File: config.mk
export PLATFORM = sky130hd
export DESIGN_NAME = aal5_reasm
export DESIGN_NICKNAME = d
export VERILOG_FILES = /design/src/rtl/aal5_reasm.sv
export SDC_FILE = /design/constraint.sdc
export NUM_CORES = 2
export LEC_CHECK = 0
export CORE_ASPECT_RATIO = 0.9
export CORE_UTILIZATION = 66
export DETAILED_ROUTE_END_ITERATION = 10
export HOLD_SLACK_MARGIN = 0.03
export PLACE_DENSITY = 0.83
export SYNTH_ARGS = -nofsm -noshare
export SYNTH_HDL_FRONTEND = slang
export SYNTH_SLANG_ARGS = --single-unit
File: constraint.sdc
create_clock -name clk -period 24.8 [get_ports clk]
set_input_delay 7.44 -clock clk [delete_from_list [all_inputs] [get_ports clk]]
set_output_delay 7.44 -clock clk [all_outputs]
set_load 0.005 [all_outputs]
File: src/rtl/aal5_reasm.sv
`timescale 1ns/1ps
module aal5_reasm #(
  parameter int NUM_VC     = 4,
  parameter int TMO_TICKS  = 8,
  parameter int CELL_WORDS = 12
) (
  input  logic                      clk,
  input  logic                      rst_n,
  input  logic                      in_valid,
  input  logic [31:0]               in_data,
  output logic                      in_ready,
  input  logic                      tick,
  output logic                      out_valid,
  output logic [31:0]               out_data,
  output logic [$clog2(NUM_VC)-1:0] out_vcid,
  output logic                      out_sop,
  output logic                      out_eop,
  output logic [2:0]                out_bytes,
  output logic [1:0]                out_status,
  output logic [7:0]                out_uu,
  output logic [7:0]                out_cpi
);
  localparam int VCID_W     = $clog2(NUM_VC);
  localparam int TMR_W      = $clog2(TMO_TICKS + 1);
  localparam int WC_W       = $clog2(CELL_WORDS + 1);
  localparam int IX_W       = $clog2(CELL_WORDS);
  localparam int OK_W       = $clog2(2 * CELL_WORDS + 1);
  localparam int CELL_BYTES = 4 * CELL_WORDS;
  localparam logic [31:0] RESIDUE = 32'hC704DD7B;
  localparam logic [31:0] POLY    = 32'h04C11DB7;
  localparam logic [1:0] M_NORM = 2'd0, M_LAST = 2'd1, M_TMO = 2'd2;

  function automatic logic [31:0] crc_word(input logic [31:0] c, input logic [31:0] d);
    logic [31:0] r;
    r = c;
    for (int i = 31; i >= 0; i--)
      r = {r[30:0], 1'b0} ^ ((r[31] ^ d[i]) ? POLY : 32'h0);
    return r;
  endfunction

  logic [31:0]       held    [NUM_VC][CELL_WORDS];
  logic [31:0]       stage   [CELL_WORDS];
  logic [31:0]       crc_mem [NUM_VC];
  logic [15:0]       cnt_mem [NUM_VC];
  logic [TMR_W-1:0]  tmr     [NUM_VC];
  logic [NUM_VC-1:0] held_v, started, exp_v;

  logic              busy;
  logic [WC_W-1:0]   wcnt;
  logic [VCID_W-1:0] cvc, exp_sel, o_vc;
  logic              clast, o_h;
  logic [31:0]       ccrc, o_crc;
  logic [15:0]       ccnt, o_cnt;
  logic [1:0]        o_mode, o_st;
  logic [OK_W-1:0]   o_k, o_nw;
  logic [2:0]        o_lb;
  logic [7:0]        o_uu, o_cpi;

  logic        acc, end_cell, fin, h, lerr, use_held;
  logic [31:0] crc_n;
  logic [17:0] n_tot, len_t, rem_f;
  logic [OK_W-1:0] nw_f;
  logic [2:0]  lb_f;
  logic [IX_W-1:0] rd_ix;

  always_comb begin
    exp_sel = '0;
    for (int v = 0; v < NUM_VC; v++)
      exp_v[v] = held_v[v] && (tmr[v] == TMR_W'(TMO_TICKS));
    for (int v = NUM_VC - 1; v >= 0; v--)
      if (exp_v[v]) exp_sel = VCID_W'(v);
  end

  assign in_ready = !busy && !((wcnt == '0) && (|exp_v));
  assign acc      = in_valid && in_ready;
  assign end_cell = acc && (wcnt == WC_W'(CELL_WORDS));
  assign crc_n    = crc_word(ccrc, in_data);
  assign fin      = busy && (({1'b0, o_k} + 1'b1) >= {1'b0, o_nw});

  assign h     = held_v[cvc];
  assign n_tot = {2'b0, ccnt} + 18'(CELL_BYTES);
  assign len_t = {2'b0, stage[CELL_WORDS-2][15:0]};
  assign lerr  = (len_t == '0) || (n_tot < len_t + 18'd8) ||
                 (n_tot - 18'd8 - len_t > 18'(CELL_BYTES - 1));
  assign rem_f = lerr ? 18'(CELL_BYTES - 8) + (h ? 18'(CELL_BYTES) : 18'd0)
                      : len_t + 18'(CELL_BYTES) + (h ? 18'(CELL_BYTES) : 18'd0) - n_tot;
  assign nw_f  = OK_W'((rem_f + 18'd3) >> 2);
  assign lb_f  = (rem_f[1:0] == 2'd0) ? 3'd4 : {1'b0, rem_f[1:0]};

  always_ff @(posedge clk or negedge rst_n) begin
    if (!rst_n) begin
      busy <= 1'b0; wcnt <= '0; held_v <= '0; started <= '0;
      cvc <= '0; clast <= 1'b0; ccrc <= '0; ccnt <= '0;
      o_vc <= '0; o_h <= 1'b0; o_mode <= M_NORM; o_k <= '0; o_nw <= '0;
      o_lb <= 3'd4; o_st <= 2'd0; o_uu <= '0; o_cpi <= '0; o_crc <= '0; o_cnt <= '0;
    end else if (!busy) begin
      if (acc) begin
        if (wcnt == '0) begin
          cvc   <= in_data[4 +: VCID_W];
          clast <= in_data[1];
          ccrc  <= held_v[in_data[4 +: VCID_W]] ? crc_mem[in_data[4 +: VCID_W]] : '1;
          ccnt  <= held_v[in_data[4 +: VCID_W]] ? cnt_mem[in_data[4 +: VCID_W]] : '0;
          wcnt  <= WC_W'(1);
        end else begin
          ccrc <= crc_n;
          wcnt <= end_cell ? '0 : wcnt + 1'b1;
          if (end_cell) begin
            busy  <= 1'b1;
            o_vc  <= cvc;
            o_h   <= h;
            o_k   <= '0;
            o_crc <= crc_n;
            o_cnt <= n_tot[15:0];
            if (clast) begin
              o_mode <= M_LAST;
              o_nw   <= nw_f;
              o_lb   <= lb_f;
              o_st   <= lerr ? 2'd2 : (crc_n != RESIDUE) ? 2'd1 : 2'd0;
              o_uu   <= stage[CELL_WORDS-2][31:24];
              o_cpi  <= stage[CELL_WORDS-2][23:16];
            end else begin
              o_mode <= M_NORM;
              o_nw   <= h ? OK_W'(CELL_WORDS) : '0;
              o_lb   <= 3'd4;
              o_st   <= 2'd0;
            end
          end
        end
      end else if ((wcnt == '0) && (|exp_v)) begin
        busy   <= 1'b1;
        o_vc   <= exp_sel;
        o_h    <= 1'b1;
        o_k    <= '0;
        o_mode <= M_TMO;
        o_nw   <= OK_W'(CELL_WORDS);
        o_lb   <= 3'd4;
        o_st   <= 2'd3;
        o_uu   <= '0;
        o_cpi  <= '0;
      end
    end else if (fin) begin
      busy <= 1'b0;
      if (o_mode == M_NORM) begin
        held_v[o_vc]  <= 1'b1;
        started[o_vc] <= started[o_vc] | o_h;
      end else begin
        held_v[o_vc]  <= 1'b0;
        started[o_vc] <= 1'b0;
      end
    end else begin
      o_k <= o_k + 1'b1;
    end
  end

  always_ff @(posedge clk) begin
    if (acc && (wcnt != '0))
      stage[IX_W'(wcnt - 1'b1)] <= in_data;
    if (fin && (o_mode == M_NORM)) begin
      for (int w = 0; w < CELL_WORDS; w++)
        held[o_vc][w] <= stage[w];
      crc_mem[o_vc] <= o_crc;
      cnt_mem[o_vc] <= o_cnt;
    end
  end

  always_ff @(posedge clk or negedge rst_n) begin
    if (!rst_n) begin
      for (int v = 0; v < NUM_VC; v++) tmr[v] <= '0;
    end else begin
      for (int v = 0; v < NUM_VC; v++) begin
        if (end_cell && (cvc == VCID_W'(v)))
          tmr[v] <= '0;
        else if (fin && (o_mode == M_TMO) && (o_vc == VCID_W'(v)))
          tmr[v] <= '0;
        else if (tick && held_v[v] && (tmr[v] != TMR_W'(TMO_TICKS)))
          tmr[v] <= tmr[v] + 1'b1;
      end
    end
  end

  assign use_held   = o_h && (o_k < OK_W'(CELL_WORDS));
  assign rd_ix      = IX_W'(use_held ? o_k : (o_k - (o_h ? OK_W'(CELL_WORDS) : '0)));
  assign out_valid  = busy && (o_k < o_nw);
  assign out_data   = use_held ? held[o_vc][rd_ix] : stage[rd_ix];
  assign out_vcid   = o_vc;
  assign out_sop    = out_valid && (o_k == '0) && !started[o_vc];
  assign out_eop    = out_valid && (o_mode != M_NORM) && (o_k == o_nw - 1'b1);
  assign out_bytes  = out_eop ? o_lb : 3'd4;
  assign out_status = out_eop ? o_st : 2'd0;
  assign out_uu     = out_eop ? o_uu : 8'd0;
  assign out_cpi    = out_eop ? o_cpi : 8'd0;
endmodule

==> reports/results.ini <==
[status]
status = complete, no violations

[yosys]
synth_top_cells_by_area = edfxtp_1, mux4_2, dfrtp_1
yosys_most_used_dff = edfxtp_1
postSynthAreaPerCell_um2 = 20.18
syn_inst = 4846
synth_nets = 4970
postSynth.asyncResetShare_pct = 6.822
synth.yosys.warnings = 0
yosysMostFrequentCell = edfxtp_1
yosys-top-cells-count = edfxtp_1, mux4_2, xnor2_1
fraction_of_post_synthesis_cell_area_in_the_top_cell_type_by_area_pct = 68.79
post_synth_edffs = 2240
syn_area_mm2 = 0.09778
yosysTopAreaCell = edfxtp_1
post_synth_num_cell_types = 67
yosysSeqAreaShare_pct = 72.99
count_of_state_elements_after_synthesis = 2404

[placed_design]
io_buffers = 94
dpl_worst_slack_ns = 11.67
dp_hpwl_um = 132000
final_estimated_routing_congestion_in_global_placement = 0.9321

[worst_setup_path]
max_stage_delay_ns = 0.92
cp.arrival_ns = 6.82
crit_path_cell_trace = inv_1, ha_1, o21ai_0, o21a_4, buf_4, buf_4, mux2i_1, o221ai_1, o22ai_1, o31ai_1, clkdlybuf4s50_1
timing.critical_path.mode_cell = buf_4
cp-start-kind = flop
max_fo_critical_path = 49
critical_path.n_buffers_inverters = 4
worstSetupStartpoint = o_k[2]$_DFFE_PN0P_
origin_of_the_critical_flop_to_flop_path = o_k[0]$_DFFE_PN0P_
worst_ep_required_time_ns = 17.36
worstSetupEndpointType = primary output
worstSetupPathType = reg2out
cpMaxStageDelayCell = buf_4
r2r_setup_slack_ns = 17.64
cp_top_family = buffers and inverters

[die]
fp.coreArea_mm2 = 0.1466
floorplan.io_pins = 95
die-height_um = 367.1
die_w_um = 407.7
fp.dieArea_mm2 = 0.1497
rows = 133
floorplan.initialDensity_pct = 66.69

[global_route]
grt_first_pass_wirelength_um = 376300
groute.layer.met2.usage_pct = 54.85
met3_usage_grt_pct = 8.413
grt.met1_usage_pct = 48.27
grt_busiest_layer = met2
antenna_found_initial = 12
gr-usage-all-layers_pct = 35.26
grt_start_max_net_pins = 127
globalRouteOverflowTotal = 0
grt_pass1_vias = 53490

[sta]
finalSetupViolations = 0
timing.clock.skew_ns = 0.05311
max_freq_ghz = 0.07012
final_period_minus_worst_setup_slack_ns = 14.26
worstMarginPinSlew_ns = 1.347
timing.max_slew.rel_slack_pct = 9.973
fin_worst_hold_slack_ns = 0.4996
worst_slack_ns = 10.54
fin_setup_tns_ns = 0
unrepaired_setup_endpoints_after_global_routing = no
final_hold_viols = 0
post-route-period-util_pct = 57.51
final_max_slew_viol_count = 0

[clocking]
postCtsHoldBufs = 0
cts_htree_levels = 4
clk_path_buf_depth = 3
clock_tree.root_cell = clkbuf_16
clk_pin_slew_ns = 0.07
post-cts-setup-buffer-count = 0
tritoncts_clock_tree = yes
numCtsBuffers = 216
post_cts.resized_instances = 0
clk_latency_ns = 0.86
cts_sinks = 2404

[route]
routed_via_density = 7.286
dr_total_vias = 52210
remaining_drc_errors = 0
routed_wire_length_per_instance_um = 36.31
routed_wl_um = 260200
drt-initial-drc-count = 7700
dr.pass1.iters = 6
ant_nets = 0

[flow_run]
timing.max_cap.violations = 0

[finish]
post_route_cells_drive_above_1_share_pct = 21.55
final_nets = 5149
areaGrowthSynthToFinish_pct = 10.82

[min_path]
worst_min_delay_path_startpoint = o_crc[9]$_DFFE_PN0P_
hold_path_class = reg2reg

## placed cells by master (no fill, tap or decap), drive strengths merged, types with 97 or more instances in the layout
cell type / n
edfxtp: 2240
mux4: 593
clkbuf: 278
xnor2: 257
nand2: 203
mux2i: 170
dfrtp: 163
o21ai: 152
buf: 114
inv: 97
## stage by stage
stage | utilization, % | cell area [µm²] | instances
2_1_floorplan | - | 97780 | 4846
3_3_place_gp | 69.14 | 101400 | 6764
3_5_place_dp | 69.14 | 101400 | 6764
4_1_cts | 73.91 | 108400 | 7164
5_1_grt | 73.91 | 108400 | 7164
6_report | 73.91 | 108400 | 7166
## logic make-up (layout without fill, tap and decap cells)
kind of cell	count (synthesis)	after routing	share of synthesized area, %
xor+xnor	345	345	3.845
buf+inv	332	693	1.276
other cells	0	2	0
flops	2404	2404	72.99
compound gates	455	455	3.074
mux	773	773	15.51
simple gates	448	448	2.124
fa+ha+maj	89	89	1.175
## area by class of cell
class / instances / area [µm²]
inverters: 88 / 337.8
clock inverters: 122 / 1106
well taps: 1957 / 2449
diodes: 2 / 5.005
multi-input cells: 2110 / 25380
clock buffers: 278 / 5884
flip-flops and latches: 2404 / 71380
repair buffers: 205 / 1818
fillers: 7505 / 38250
## layer usage
layer  routed length, µm  part of all wire [%]  vias to the layer above
met5                  51                 0.020                        -
met1               89040                    34                    26780
met2              123400                    47                     4465
li1                    -                     -                    20130
met4               13780                   5.3                       10
met3               33930                    13                      825
## state kept, by name, summed over array words and instances (netlist names), 4 cells and up, named ones only
register / count
o_k: 5
cnt_mem: 64
o_uu: 8
ccrc: 32
ccnt: 16
held: 1536
started: 4
o_cpi: 8
tmr: 16
o_cnt: 16
o_crc: 32
wcnt: 4
stage: 512
o_nw: 5
crc_mem: 128
## worst paths after layout
check / endpoint / cells past startpoint
worst max-delay path: out_data[22] / 11
worst min-delay path: crc_mem[1][9]$_DFFE_PP_ / 0
worst max register to register: held[3][212]$_DFFE_PP_ / 12
worst min register to register: crc_mem[1][9]$_DFFE_PP_ / 0
max in group asynchronous: out_vcid[0]$_DFFE_PN0P_ / 2
min in group asynchronous: o_cnt[10]$_DFFE_PN0P_ / 1
Power is not shown: default switching activity piles up to over one toggle a cycle in this logic, so the estimate is an artifact.
